File: config.mk
export PLATFORM = sky130hd
export DESIGN_NAME = resp_merge
export DESIGN_NICKNAME = d
export VERILOG_FILES = /design/src/rtl/resp_merge_pkg.sv /design/src/rtl/resp_beat_map.sv /design/src/rtl/resp_wr_check.sv /design/src/rtl/resp_accum.sv /design/src/rtl/resp_merge.sv
export SDC_FILE = /design/constraint.sdc
export NUM_CORES = 1
export LEC_CHECK = 0
export ABC_AREA = 1
export BUFFER_PORTS_ARGS = -buffer_cell sky130_fd_sc_hd__buf_2
export CAP_MARGIN = 20
export CORE_MARGIN = 4
export CORE_UTILIZATION = 35
export CTS_CLUSTER_SIZE = 25
export DETAILED_ROUTE_END_ITERATION = 12
export PLACE_DENSITY = 0.58
export SETUP_SLACK_MARGIN = 0.4
export SYNTH_ARGS = -nofsm -noshare
export SYNTH_HDL_FRONTEND = slang
export SYNTH_HIERARCHICAL = 1
export SYNTH_SLANG_ARGS = --single-unit
File: constraint.sdc
create_clock -name clk -period 0.8 [get_ports clk]
set_clock_uncertainty 0.15 [all_clocks]
set_input_delay 0.16 -clock clk [delete_from_list [all_inputs] [get_ports clk]]
set_output_delay 0.16 -clock clk [all_outputs]
set_load 0.05 [all_outputs]
File: src/rtl/resp_merge_pkg.sv
package resp_merge_pkg;

  typedef enum logic [1:0] {
    RSP_OKAY   = 2'b00,
    RSP_EXOKAY = 2'b01,
    RSP_SLVERR = 2'b10
  } axi_rsp_e;

  // Value an empty merge starts from: the least severe code.
  localparam axi_rsp_e RSP_EMPTY = RSP_EXOKAY;

  // Severity rank: higher is worse.
  function automatic logic [1:0] rsp_rank(input axi_rsp_e r);
    logic [1:0] k;
    case (r)
      RSP_EXOKAY: k = 2'd0;
      RSP_OKAY:   k = 2'd1;
      default:    k = 2'd2;
    endcase
    return k;
  endfunction

  function automatic axi_rsp_e rsp_worse(input axi_rsp_e a, input axi_rsp_e b);
    return (rsp_rank(a) >= rsp_rank(b)) ? a : b;
  endfunction

endpackage

File: src/rtl/resp_beat_map.sv
module resp_beat_map
  import resp_merge_pkg::*;
(
  input  logic     excl,
  input  logic     slv_err,
  input  logic     exok,
  input  logic     force_err,
  output axi_rsp_e code
);

  always_comb begin
    if (slv_err || force_err) begin
      code = RSP_SLVERR;
    end else if (excl && exok) begin
      code = RSP_EXOKAY;
    end else begin
      code = RSP_OKAY;
    end
  end

endmodule

File: src/rtl/resp_wr_check.sv
module resp_wr_check #(
  parameter int STRB_W = 4
) (
  input  logic              sparse,
  input  logic              single,
  input  logic              excl,
  input  logic [STRB_W-1:0] strb,
  output logic              int_err
);

  logic strb_gap;
  logic excl_sparse;

  always_comb begin
    strb_gap    = ~(&strb);
    excl_sparse = excl && single && sparse;
    int_err     = (!sparse && strb_gap) || excl_sparse;
  end

endmodule

File: src/rtl/resp_accum.sv
module resp_accum
  import resp_merge_pkg::*;
(
  input  logic     clk,
  input  logic     rst_n,
  input  logic     in_vld,
  input  logic     in_last,
  input  axi_rsp_e in_code,
  output logic     out_vld,
  output axi_rsp_e out_code
);

  axi_rsp_e acc_q, acc_d;
  logic     vld_q, vld_d;
  axi_rsp_e res_q, res_d;
  logic     acc_en, res_en;
  axi_rsp_e merged;

  always_comb begin
    merged = rsp_worse(acc_q, in_code);
    acc_en = in_vld;
    acc_d  = in_last ? RSP_EMPTY : merged;
    vld_d  = in_vld && in_last;
    res_en = in_vld && in_last;
    res_d  = merged;
  end

  always_ff @(posedge clk or negedge rst_n) begin
    if (!rst_n) begin
      acc_q <= RSP_EMPTY;
      vld_q <= 1'b0;
      res_q <= RSP_OKAY;
    end else begin
      vld_q <= vld_d;
      if (acc_en) acc_q <= acc_d;
      if (res_en) res_q <= res_d;
    end
  end

  assign out_vld  = vld_q;
  assign out_code = res_q;

endmodule

File: src/rtl/resp_merge.sv
module resp_merge
  import resp_merge_pkg::*;
#(
  parameter int DATA_W = 32,
  parameter int STRB_W = DATA_W / 8
) (
  input  logic              clk,
  input  logic              rst_n,
  input  logic              beat_vld,
  input  logic              beat_wr,
  input  logic              beat_last,
  input  logic              beat_excl,
  input  logic              beat_err,
  input  logic              beat_exok,
  input  logic              wr_sparse,
  input  logic              wr_single,
  input  logic [STRB_W-1:0] wr_strb,
  output logic              b_vld,
  output logic [1:0]        b_resp,
  output logic              r_vld,
  output logic [1:0]        r_resp
);

  localparam int NCH   = 2;
  localparam int CH_RD = 0;
  localparam int CH_WR = 1;
  localparam int SYNC_N = 2;

  // Reset: asserted asynchronously, released after SYNC_N edges.
  logic [SYNC_N-1:0] rst_pipe;
  logic              rst_s;

  always_ff @(posedge clk or negedge rst_n) begin
    if (!rst_n) rst_pipe <= '0;
    else        rst_pipe <= {rst_pipe[SYNC_N-2:0], 1'b1};
  end
  assign rst_s = rst_pipe[SYNC_N-1];

  logic wr_int_err;

  resp_wr_check #(.STRB_W(STRB_W)) u_wchk (
    .sparse  (wr_sparse),
    .single  (wr_single),
    .excl    (beat_excl),
    .strb    (wr_strb),
    .int_err (wr_int_err)
  );

  logic     ch_out_vld [NCH];
  axi_rsp_e ch_out_code[NCH];

  for (genvar ch = 0; ch < NCH; ch++) begin : g_ch
    localparam bit IS_WR = (ch == CH_WR);
    logic     sel_vld;
    logic     frc;
    axi_rsp_e code;

    assign sel_vld = beat_vld && (beat_wr == IS_WR);
    assign frc     = IS_WR ? wr_int_err : 1'b0;

    resp_beat_map u_map (
      .excl      (beat_excl),
      .slv_err   (beat_err),
      .exok      (beat_exok),
      .force_err (frc),
      .code      (code)
    );

    resp_accum u_acc (
      .clk      (clk),
      .rst_n    (rst_s),
      .in_vld   (sel_vld),
      .in_last  (beat_last),
      .in_code  (code),
      .out_vld  (ch_out_vld[ch]),
      .out_code (ch_out_code[ch])
    );
  end

  assign b_vld  = ch_out_vld[CH_WR];
  assign b_resp = ch_out_code[CH_WR];
  assign r_vld  = ch_out_vld[CH_RD];
  assign r_resp = ch_out_code[CH_RD];

endmodule

# After elaboration in Yosys (flattened, before gate mapping)
# Cells that the tools add are included.
# W data, S select, Z words.
# totals
output_inout_bits,6
reg_bits,12
in_bits,14
wordCells,42
# classes
eq_ne,4
muxes,11
magnitude_cmp,2
bitwise,2
reduce_logical,16
# op_table
op,n
$pmux W2 S2,4
$mux W2,6
$eq A2 B1 Y1 const B,4
$logic_and A1 B1 Y1,8
$logic_not A2 Y1,4
$ge A2 B2 Y1,2
$reduce_and A4 Y1,1
$logic_or A1 B1 Y1,2
$not A1 Y1,2
$logic_not A1 Y1,1
$mux W1,1

# Longest topological paths before layout
# depth
ltp_word,11
mapped_depth,15
depth_no_buf,15

# Modules after synthesis
# Netlist, hierarchy kept.
# modules_own_cells
module,cells_per_inst,n_inst,area_each_um2,seq_area_each_um2
resp_accum,39,2,287.8,126.4
resp_merge,8,1,75.1,50.0
resp_beat_map,5,2,23.8,0.0
resp_wr_check,6,1,25.0,0.0

# Least setup slack after synthesis
# OpenSTA, ideal clock, no wires.
# synth_path
path_type,input-to-reg
from,input wr_strb[0]
to,register g_ch[1].u_acc.res_q[0]
setup_slack_ps,-707
setup_ps,118
path_stages,14
n_path_buf,0
required_time_ps,532
t_arrival_ps,1239
path_cell_list,nand2_1 -> o21ai_1 -> nand2_1 -> inv_1 -> nand2_2 -> nor2_2 -> nor2_1 -> ha_1 -> nand2_1 -> nand3_2 -> nand2_1 -> nand2_1 -> nand2_1 -> nand2_1
# synth_via
elab_chain_cells,10
word_cells_on_any_way,11
classes_between,order compare (1); eq/ne (1); mux (3); bitwise (1); reduce/logical (5)
# synth_lines
item,line,rtl
"start, declared",resp_merge.sv:17,"input logic [STRB_W-1:0] wr_strb,"
$reduce_and A4 Y1 (*),resp_wr_check.sv:15,strb_gap = ~(&strb);
$not A1 Y1 (*),resp_wr_check.sv:15,
$logic_and A1 B1 Y1 (*),resp_wr_check.sv:17,int_err = (!sparse && strb_gap) || excl_sparse;
$logic_or A1 B1 Y1 (*),resp_wr_check.sv:17,
net g_ch[1].frc,resp_merge.sv:55,logic frc;
$logic_or A1 B1 Y1 (*),resp_beat_map.sv:12,if (slv_err || force_err) begin
$mux W2 (*),resp_beat_map.sv:12,
net g_ch[1].code[1],resp_merge.sv:56,axi_rsp_e code;
$eq A2 B1 Y1 or $logic_not A2 Y1 (tied branches),resp_merge_pkg.sv:15,case (r)
$pmux W2 S2 (*),resp_merge_pkg.sv:15,
$ge A2 B2 Y1 (*),resp_merge_pkg.sv:24,return (rsp_rank(a) >= rsp_rank(b)) ? a : b;
$mux W2 (*),resp_merge_pkg.sv:24,
"end signal, assigned",resp_accum.sv:36,if (res_en) res_q <= res_d;
"end, declared",resp_accum.sv:15,"axi_rsp_e res_q, res_d;"
# The timed path passes the listed nets; every way through them passes the cells marked *.
# A chain may end at the register's enable or synchronous reset.

# Worst setup path after layout
# layout_path
from,register g_ch[0].u_acc.acc_q[0]
to,register g_ch[0].u_acc.res_q[0]
# layout_via
elab_chain_cells,4
word_cells_on_any_way,5
classes_between,order compare (1); eq/ne (1); mux (2); reduce/logical (1)
# layout_lines
item,line,rtl
"start, declared",resp_accum.sv:13,"axi_rsp_e acc_q, acc_d;"
"start signal, assigned",resp_accum.sv:30,acc_q <= RSP_EMPTY;
"start signal, assigned",resp_accum.sv:35,if (acc_en) acc_q <= acc_d;
$eq A2 B1 Y1 or $logic_not A2 Y1 (tied branches),resp_merge_pkg.sv:15,
$pmux W2 S2,resp_merge_pkg.sv:15,
$ge A2 B2 Y1,resp_merge_pkg.sv:24,
$mux W2 (*),resp_merge_pkg.sv:24,
"end signal, assigned",resp_accum.sv:36,
"end, declared",resp_accum.sv:15,
# Mark *: on every way between the ends. The rest lies on a longest branch, timed or not.

==> summary.md <==
| Metric | Value |
|---|---|
| Seq/Total Area, Yosys | 41.9% |
| Lkg Pwr | 0.676 nW |
| Cell family with most CP delay | flip-flops |
| Placement Setup Slack | -939 ps |
| CTS root buf | clkbuf_4 |
| GRT met3 Usage | 5.07% |
| Share of layout cells above drive strength 1 | 56.3% |
| Number of global-route vias before repair | 742 |
| Syn Nets | 120 |
| CP Max Fanout | 3 |
| Most common library cells after synthesis | nand2_1, inv_1, dfrtp_1 |
| Synth Flop Type | dfrtp_1 |
| Final worst slack | -739 ps |
| Hold WC Path Type | primary input to async pin |
| Post-route setup TNS | -7600 ps |
| Final Non-Filler Cells | 171 |
| Clock insertion delay at the later pin of the skew report | 280 ps |
| GRT Total Usage | 14.6% |
| Pwr/cell area | 2290 nW/um^2 |
| WL/cell | 11.2 microns |
| Most frequent cell after synthesis | nand2_1 |
| Setup violators final | 14 |
| Worst EP required | 830 ps |
| Cell depth of the worst setup path | 9 |
| GR Overflow Total | 0 |
| Critical path's slowest cell | dfstp_2 |
| Core region area | 1960 sq um |
| Crit-path most repeated cell | nand2_1 |
| WP data arrival | 1560 ps |
| Met2 GRT Util | 26.9% |
| Total wire length | 1920 microns |
| Post-synth top area cell | dfrtp_1 |
| Post-synthesis cell type count | 15 |
| Critical-path cell list | inv_2 > nand2_2 > ha_4 > nand2_4 > nand3_4 > nand2_2 > nand2_1 > nand2_1 > nand2_1 |
| CTS Buf Count | 3 |
| Pin count of the biggest net entering global routing | 8 |
| Synthesis Warnings | 6 |
| Clock transition at path regs | 80 ps |
| Area Growth Syn to Fin | 70.2% |
| Die Width | 53.5 microns |
| CTS tree | yes |
| Initial Util | 36.9% |
| Post-placement cell count | 157 |
| First-pass GRT wire length | 2990 microns |
| CP endpoint | g_ch[0].u_acc/out_code[0] |
| Port bufs | 19 |
| CP endpoint kind | flop |
| Worst R2R Setup Slack | -740 ps |
| Tcrit/Tclk final | 192% |
| Tmin final | 1540 ps |
| Global route hottest layer | met2 |
| CP startpoint | g_ch[0].u_acc/acc_q[0] |
| GR Util met1 | 16.4% |
| Nets | 163 |
| Max-capacitance violation count | 0 |
| Reg-to-Reg Start | g_ch[0].u_acc/acc_q[0] |
| DR vias | 759 |
| Maximum vdd drop | 1.53 mV |
| Antenna Cells | 0 |
| Crit path largest cell delay | 550 ps |
| Chip height | 53.5 microns |
| Syn_area_per_cell | 7.09 sq um |
| IO Pins | 20 |
| Avg Vias per Cell | 4.44 |
| Yosys top cell area share | 34.6% |
| R2R depth | 9 |
| Initial antenna violation count | 0 |
| Post-DP HPWL | 1210 microns |
| GPL Wtd Cong | 0.783 |
| Drt pass-1 iters | 4 |
| RSZ-0062 raised after global routing | true |
| Crit path launch type | flop |
| Synth top area cells | dfrtp_1, nand2_1, inv_1, dfstp_2, ha_1 |
| Final ANT Viol Nets | 0 |
| Number of flops mapped to enable cells by yosys | 0 |
| Remaining DRCs | 0 |
| Failing checks | negative hold slack, negative setup slack |
| DIE AREA | 2860 sq um |
| Row Count | 16 |
| Reg-to-Reg End | g_ch[0].u_acc/out_code[0] |
| Synth Instances | 102 |
| Status | finished with violations |
| Initial drt markers | 6 |
| FMAX | 0.650 GHz |
| Buf/Inv on CP | 1 |
| Post-synth ARST share | 100% |
| Post-Syn Area | 723 sq um |
| Crit Path Class | flop to flop |
| Final hold violation count | 3 |
| CTS Buffer Depth | 2 |
| #FFs+latches synth | 12 |
| CTS sink count | 12 |
| Hold slack final | -507 ps |
| Max Transition Viols Final | 0 |
| H-tree depth | 1 |
==> cell type report <==
cell class	count	area [sq um]
multi-input combinational	65	429
timing repair buffer	40	330
clock buffer	4	26.3
inverter	23	101
tap	27	33.8
fill	192	731
sequential	12	310
==> stage by stage <==
stage                     hold slack, ps  total power, W  util [%]  cell area (sq um)
final                               -507         0.00282      62.8               1230
after detailed placement            -202         0.00193      49.6                972
after floorplan                     -286         0.00164         -                768
after global routing                -529         0.00301      62.8               1230
after CTS                           -503         0.00265      59.4               1170
after global placement              -204         0.00191      49.6                972
==> routing by layer <==
metal	share of wire [%]	vias to the layer above	wire length, microns
met3	3.0	2	57
met1	39	362	742
met2	57	7	1100
met4	0.89	0	17
met5	0	-	0
li1	-	388	-
==> cell families (layout without fill, tap and decap cells) <==
kind of cell,after synthesis,after routing,share of synthesized area (%)
fa+ha+maj,4,4,6.92
other cells,2,2,1.04
flops,12,12,41.9
buf+inv,25,67,13.0
simple gates,56,56,35.1
compound gates,3,3,2.08
==> power breakdown <==
group          internal, W  switching [W]
sequential        0.000774       0.000101
combinational     0.000652       0.000883
clock             0.000193       0.000213
==> sequential cells by signal (all words and copies together) (netlist names) <==
signal               cells
g_ch.u_acc/out_vld       2
g_ch.u_acc/out_code      4
g_ch.u_acc/acc_q         4
rst_pipe                 2
==> how the worst min path moves through the flow <==
stage | from | to | slack, ps
5_1_grt | rst_n | rst_pipe[1] | -530
3_3_place_gp | rst_n | rst_pipe[0] | -200
2_1_floorplan | rst_n | rst_pipe[0] | -290
4_1_cts | rst_n | rst_pipe[1] | -500
3_5_place_dp | rst_n | rst_pipe[0] | -200
6_report | rst_n | rst_pipe[1] | -510
==> cells in the final DEF, fill, tap and decap left out, types with 5 or more instances in the layout <==
| master | count |
|---|---|
| buf_2 | 11 |
| buf_4 | 17 |
| buf_6 | 10 |
| dfrtp_2 | 6 |
| inv_1 | 15 |
| inv_2 | 6 |
| nand2_1 | 21 |
| nand2_2 | 10 |
| nand2_4 | 5 |
| nand3_1 | 7 |
==> what timing repair did <==
action | in CTS | in global routing
endpoints found under the hold margin | 3 | 3
pin swaps | 11 | 14
setup endpoints to repair | 27 | 27
gates resized for setup | 33 | 10
buffers inserted | 7 | 3
cloned | 0 | 0
(Power assumes the default switching activity.)
